==> src/rtl/alu_pkg.sv <==
package alu_pkg;
  localparam int unsigned OP_W = 4;
  typedef enum logic [OP_W-1:0] {
    OP_ADD = 4'd0,
    OP_SUB = 4'd1,
    OP_AND = 4'd2,
    OP_OR  = 4'd3,
    OP_NOR = 4'd4,
    OP_SLL = 4'd5,
    OP_SRL = 4'd6
  } alu_op_e;
endpackage

==> src/rtl/alu_sext.sv <==
module alu_sext #(
  parameter int unsigned IN_W  = 16,
  parameter int unsigned OUT_W = 32
) (
  input  logic [IN_W-1:0]  din,
  output logic [OUT_W-1:0] dout
);
  localparam int unsigned FILL_W = OUT_W - IN_W;
  assign dout = {{FILL_W{din[IN_W-1]}}, din};
endmodule

==> src/rtl/alu_addsub.sv <==
module alu_addsub #(
  parameter int unsigned DW = 32
) (
  input  logic [DW-1:0] a,
  input  logic [DW-1:0] b,
  input  logic          sub,
  output logic [DW-1:0] sum
);
  logic [DW-1:0] b_op;
  assign b_op = sub ? ~b : b;
  assign sum  = a + b_op + DW'(sub);
endmodule

==> src/rtl/alu_logic.sv <==
module alu_logic #(
  parameter int unsigned DW = 32
) (
  input  logic [DW-1:0] a,
  input  logic [DW-1:0] b,
  output logic [DW-1:0] and_o,
  output logic [DW-1:0] or_o,
  output logic [DW-1:0] nor_o
);
  assign and_o = a & b;
  assign or_o  = a | b;
  assign nor_o = ~or_o;
endmodule

==> src/rtl/alu_shift.sv <==
module alu_shift #(
  parameter int unsigned DW  = 32,
  parameter int unsigned SHW = 5
) (
  input  logic [DW-1:0]  din,
  input  logic [SHW-1:0] amt,
  input  logic           right,
  output logic [DW-1:0]  dout
);
  logic [DW-1:0] rev_in;
  logic [DW-1:0] stg [0:SHW];

  for (genvar i = 0; i < DW; i++) begin : g_rev_in
    assign rev_in[i] = right ? din[DW-1-i] : din[i];
  end

  assign stg[0] = rev_in;
  for (genvar k = 0; k < SHW; k++) begin : g_stage
    assign stg[k+1] = amt[k] ? (stg[k] << (2**k)) : stg[k];
  end

  for (genvar j = 0; j < DW; j++) begin : g_rev_out
    assign dout[j] = right ? stg[SHW][DW-1-j] : stg[SHW][j];
  end
endmodule

==> src/rtl/alu_core.sv <==
module alu_core #(
  parameter int unsigned DATA_W  = 32,
  parameter int unsigned IMM_W   = 16,
  parameter int unsigned SHAMT_W = $clog2(DATA_W)
) (
  input  logic                 clk,
  input  logic                 rst,
  input  logic [3:0]           op_sel,
  input  logic [DATA_W-1:0]    src_a,
  input  logic [DATA_W-1:0]    src_b,
  input  logic [IMM_W-1:0]     imm16,
  input  logic                 use_imm,
  input  logic [SHAMT_W-1:0]   shamt,
  output logic [DATA_W-1:0]    result,
  output logic                 zero
);
  import alu_pkg::*;

  localparam logic [DATA_W-1:0] ONE = DATA_W'(1);

  logic [DATA_W-1:0] imm_ext, opb, sum, and_v, or_v, nor_v, shl_v, shr_v, res_nxt;
  alu_op_e op_e;

  assign op_e = alu_op_e'(op_sel);

  alu_sext #(.IN_W(IMM_W), .OUT_W(DATA_W)) u_sext (.din(imm16), .dout(imm_ext));

  assign opb = use_imm ? imm_ext : src_b;

  alu_addsub #(.DW(DATA_W)) u_addsub (
    .a(src_a), .b(opb), .sub(op_e == OP_SUB), .sum(sum));

  alu_logic #(.DW(DATA_W)) u_logic (
    .a(src_a), .b(opb), .and_o(and_v), .or_o(or_v), .nor_o(nor_v));

  alu_shift #(.DW(DATA_W), .SHW(SHAMT_W)) u_shl (
    .din(src_a), .amt(shamt), .right(1'b0), .dout(shl_v));

  alu_shift #(.DW(DATA_W), .SHW(SHAMT_W)) u_shr (
    .din(src_a), .amt(shamt), .right(1'b1), .dout(shr_v));

  always_comb begin
    case (op_e)
      OP_ADD, OP_SUB: res_nxt = sum;
      OP_AND:         res_nxt = and_v;
      OP_OR:          res_nxt = or_v;
      OP_NOR:         res_nxt = nor_v;
      OP_SLL:         res_nxt = shl_v;
      OP_SRL:         res_nxt = shr_v;
      default:        res_nxt = '0;
    endcase
  end

  always_ff @(posedge clk) begin
    if (rst) begin
      result <= '0;
      zero   <= 1'b1;
    end else begin
      result <= res_nxt;
      zero   <= (res_nxt == '0);
    end
  end

  AST_ZERO_FLAG: assert property (@(posedge clk) disable iff (rst) zero == (result == '0));
  AST_RESET_CLEAR: assert property (@(posedge clk) disable iff (rst) $past(rst) |-> (result == '0 && zero));
  AST_UNUSED_OP: assert property (@(posedge clk) disable iff (rst) (!$past(rst) && $past(op_sel) > 4'd6) |-> result == '0);
  AST_SUB_INVERSE: assert property (@(posedge clk) disable iff (rst) (!$past(rst) && $past(op_sel) == 4'd1) |-> (result + $past(opb)) == $past(src_a));
  AST_ADD_INVERSE: assert property (@(posedge clk) disable iff (rst) (!$past(rst) && $past(op_sel) == 4'd0) |-> (result - $past(opb)) == $past(src_a));
  AST_NOR_DISJOINT: assert property (@(posedge clk) disable iff (rst) (!$past(rst) && $past(op_sel) == 4'd4) |-> (result & ($past(src_a) | $past(opb))) == '0);
  AST_SLL_LOW_FILL: assert property (@(posedge clk) disable iff (rst) (!$past(rst) && $past(op_sel) == 4'd5) |-> (result & ((ONE << $past(shamt)) - ONE)) == '0);
  AST_SRL_HIGH_FILL: assert property (@(posedge clk) disable iff (rst) (!$past(rst) && $past(op_sel) == 4'd6) |-> (result & ~({DATA_W{1'b1}} >> $past(shamt))) == '0);
  AST_IMM_SIGN_COPY: assert property (@(posedge clk) disable iff (rst) use_imm |-> (opb[DATA_W-1:IMM_W] == {(DATA_W-IMM_W){imm16[IMM_W-1]}}));
endmodule

==> config.mk <==
export PLATFORM = sky130hd
export DESIGN_NAME = alu_core
export DESIGN_NICKNAME = d
export VERILOG_FILES = /design/src/rtl/alu_pkg.sv /design/src/rtl/alu_sext.sv /design/src/rtl/alu_addsub.sv /design/src/rtl/alu_logic.sv /design/src/rtl/alu_shift.sv /design/src/rtl/alu_core.sv
export SDC_FILE = /design/constraint.sdc
export NUM_CORES = 1
export LEC_CHECK = 0
export ABC_CLOCK_PERIOD_IN_PS = 5600
export BUFFER_PORTS_ARGS = -buffer_cell sky130_fd_sc_hd__buf_4
export CORE_MARGIN = 5
export CORE_UTILIZATION = 45
export DETAILED_ROUTE_END_ITERATION = 8
export PLACE_DENSITY = 0.7
export SYNTH_ARGS = -nofsm -noshare
export SYNTH_HDL_FRONTEND = slang
export SYNTH_SLANG_ARGS = --single-unit
==> constraint.sdc <==
create_clock -name clk -period 5.6 [get_ports clk]
set_clock_uncertainty 0.1 [all_clocks]
set_input_delay 1.12 -clock clk [delete_from_list [all_inputs] [get_ports clk]]
set_output_delay 1.12 -clock clk [all_outputs]
set_load 0.02 [all_outputs]
==> results.yml <==
final_layout:
  final_cells: 1449
  final_nets: 1347
  antennaDiodeCount: 0
  syn2layout_area_growth_pct: 16.0
  design_area_um2: 9670
  fill_cells: 1804
  layout_common_cells: "182 x buf_4, 125 x nand2_1, 98 x mux2i_1"
  final_common_cell: "buf_4"
  drive_gt1_frac: 0.218
worst_setup_path:
  worstPathArrival_ns: 5.48
  cp-start-kind: "input port"
  path_class: "input port to flip-flop"
  critPathRequiredTime_ns: 5.73
  path_max_fanout: 11
  worstSetupEndpointType: "flip-flop"
power:
  power.leakage_uw: 0.00402
  ir_drop_mv: 0.0943
  power.density_nw_per_um2: 164
run:
  maxCapViolCount: 0
yosys:
  ys_warn_count: 0
  synth_edf_count: 0
  syn_nets: 1274
  synth_area_per_cell_um2: 7.28
  synth_area_um2: 8340
  yosysSeqAreaShare: 0.0792
  synth_cell_types: 83
  synth-main-ff-cell: "dfxtp_1"
  ys_seq_elements: 33
  synthArstFlopShare: 0
  postSynthCellCount: 1146
route:
  drtIter0Drc: 1515
  viasPerCell: 7.05
  vias: 10200
  ant_nets: 0
  drt_pass1_iterations: 8
  drc: 0
  routed_wirelength_um: 39700
  wl_per_cell_um: 27.4
clock_network:
  numCtsBuffers: 5
  htreeDepth: 2
  cts_root_buf: "clkbuf_16"
  post-cts-setup-buffers: 0
  cts.path.max_buffers: 2
  clk_pin_slew_ns: 0.06
  hold_buffers: 0
  cts_tree: "done"
  cts_resized: 0
  clock-sinks: 33
floorplan:
  ioPinCount: 125
  rows: 49
  die_w_um: 146
  die-area_um2: 21400
  start_util: 0.461
  dieHeight_um: 146
  fp.coreArea_um2: 18100
sta:
  period_share: 0.955
  layout_min_cycle_time_ns: 5.35
  setup_viol: 0
  timing.fmax_mhz: 187
  worst_pin_slew_ns: 1.08
  final_hold_viol_count: 0
  final.setup.tns_ns: 0
  rsz0062_at_grt: "no"
  drv_slew: 0
  max_slew_margin: 0.277
global_route:
  grt_pass1_wl_um: 59600
  grt_antenna_before_repair: 0
  grt-ovfl-total: 0
  first_global_vias: 9601
  grt_max_degree: 45
  grt_util_all_layers: 0.356
run_status:
  status: "finished, final reports clean"
min_path:
  hold_depth: 2
  whs_endpoint: "result[16]$_SDFF_PP0_"
  hold_class: "input port to flip-flop"
  hp-start: "rst"
place:
  dpl_cell_area_um2: 9530
  dp_cells: 1441
  port_buffers: 124
  place_congestion: 1.04
  dpl.hpwl_um: 31100
-- flip-flops by register name, summed over array words and instances, names as in the netlist --
signal	cells
result	32
zero	1
-- synthesized netlist by cell type (all sizes together), types with 12 or more instances --
library cell | instances | area (um^2)
dfxtp | 33 | 661
o211ai | 22 | 165
mux2 | 25 | 282
mux2i | 98 | 981
inv | 18 | 67.6
xnor2 | 24 | 210
o22ai | 26 | 163
and2 | 21 | 131
buf | 39 | 211
a211oi | 21 | 158
nor4 | 12 | 87.6
ha | 35 | 438
nor2 | 73 | 274
a21oi | 81 | 405
nand3 | 34 | 170
o21ai | 93 | 465
o2111ai | 14 | 123
nor3 | 35 | 180
a21o | 14 | 105
mux4 | 31 | 698
xor2 | 19 | 166
a31oi | 14 | 87.6
nand4 | 18 | 113
nand2 | 125 | 469
clkbuf | 79 | 300
-- worst max-delay path, cell delays in order --
cell      delay (ns)
buf_4           0.18
mux2i_1         0.51
mux2_2          0.31
inv_2           0.08
fa_1            0.43
xnor2_1         0.18
a22oi_1         0.21
nand3_1         0.22
a311oi_1        0.70
nand4_1         0.22
buf_4           0.22
nor4_1          0.25
buf_4           0.16
nand4_1         0.19
nor4_2          0.32
a41o_1          0.19
-- per-layer routing --
metal,global-route usage,wire [um]
met2,0.552,17100
met5,0,0
met4,0.142,2140
met1,0.466,15600
met3,0.103,4810
-- final cells by class --
| class | instances | area (um^2) | area share |
|---|---|---|---|
| repair buffers | 184 | 1410 | 0.145 |
| clock buffers | 5 | 125 | 0.0129 |
| clock inverters | 3 | 17.5 | 0.00181 |
| well taps | 229 | 287 | 0.0296 |
| flip-flops and latches | 33 | 661 | 0.0683 |
| inverters | 18 | 67.6 | 0.00698 |
| multi-input cells | 977 | 7110 | 0.735 |
-- kinds of logic (layout without fill, tap and decap cells) --
group / after synthesis / in the layout / share of synthesized area
flip-flops: 33 / 33 / 0.0792
buffers and inverters: 136 / 210 / 0.0695
AO/OA/AOI/OAI: 378 / 378 / 0.301
AND/OR/NAND/NOR: 365 / 365 / 0.214
adder cells (fa/ha/maj): 37 / 37 / 0.0561
multiplexers: 154 / 154 / 0.235
XOR/XNOR: 43 / 43 / 0.0452
-- power breakdown --
group / leakage (uW) / internal (uW) / switching [uW]
Clock: 0.0000696 / 163 / 117
Sequential: 0.000271 / 253 / 5.26
Combinational: 0.00368 / 397 / 650
Total: 0.00402 / 813 / 772
-- how the worst max path moves through the flow --
stage                     slack, ns  cells past startpoint      start               to
after global routing           0.10                     17  op_sel[1]  zero$_SDFF_PP1_
after CTS                      0.44                     16    use_imm  zero$_SDFF_PP1_
after floorplan                0.64                     16  op_sel[1]  zero$_SDFF_PP1_
after detailed placement       0.16                     16    use_imm  zero$_SDFF_PP1_
after global placement         0.15                     16    use_imm  zero$_SDFF_PP1_
final                          0.25                     16    use_imm  zero$_SDFF_PP1_
-- stage by stage --
step	setup slack [ns]	hold slack, ns	utilization	total power [uW]
5_1_grt	0.100	1.09	0.535	1660
3_5_place_dp	0.162	1.37	0.527	1270
2_1_floorplan	0.635	1.22	-	910
3_3_place_gp	0.145	1.37	0.527	1270
4_1_cts	0.437	1.07	0.535	1550
6_report	0.254	1.08	0.535	1590
Note: power is estimated with default switching activity, not from simulation.
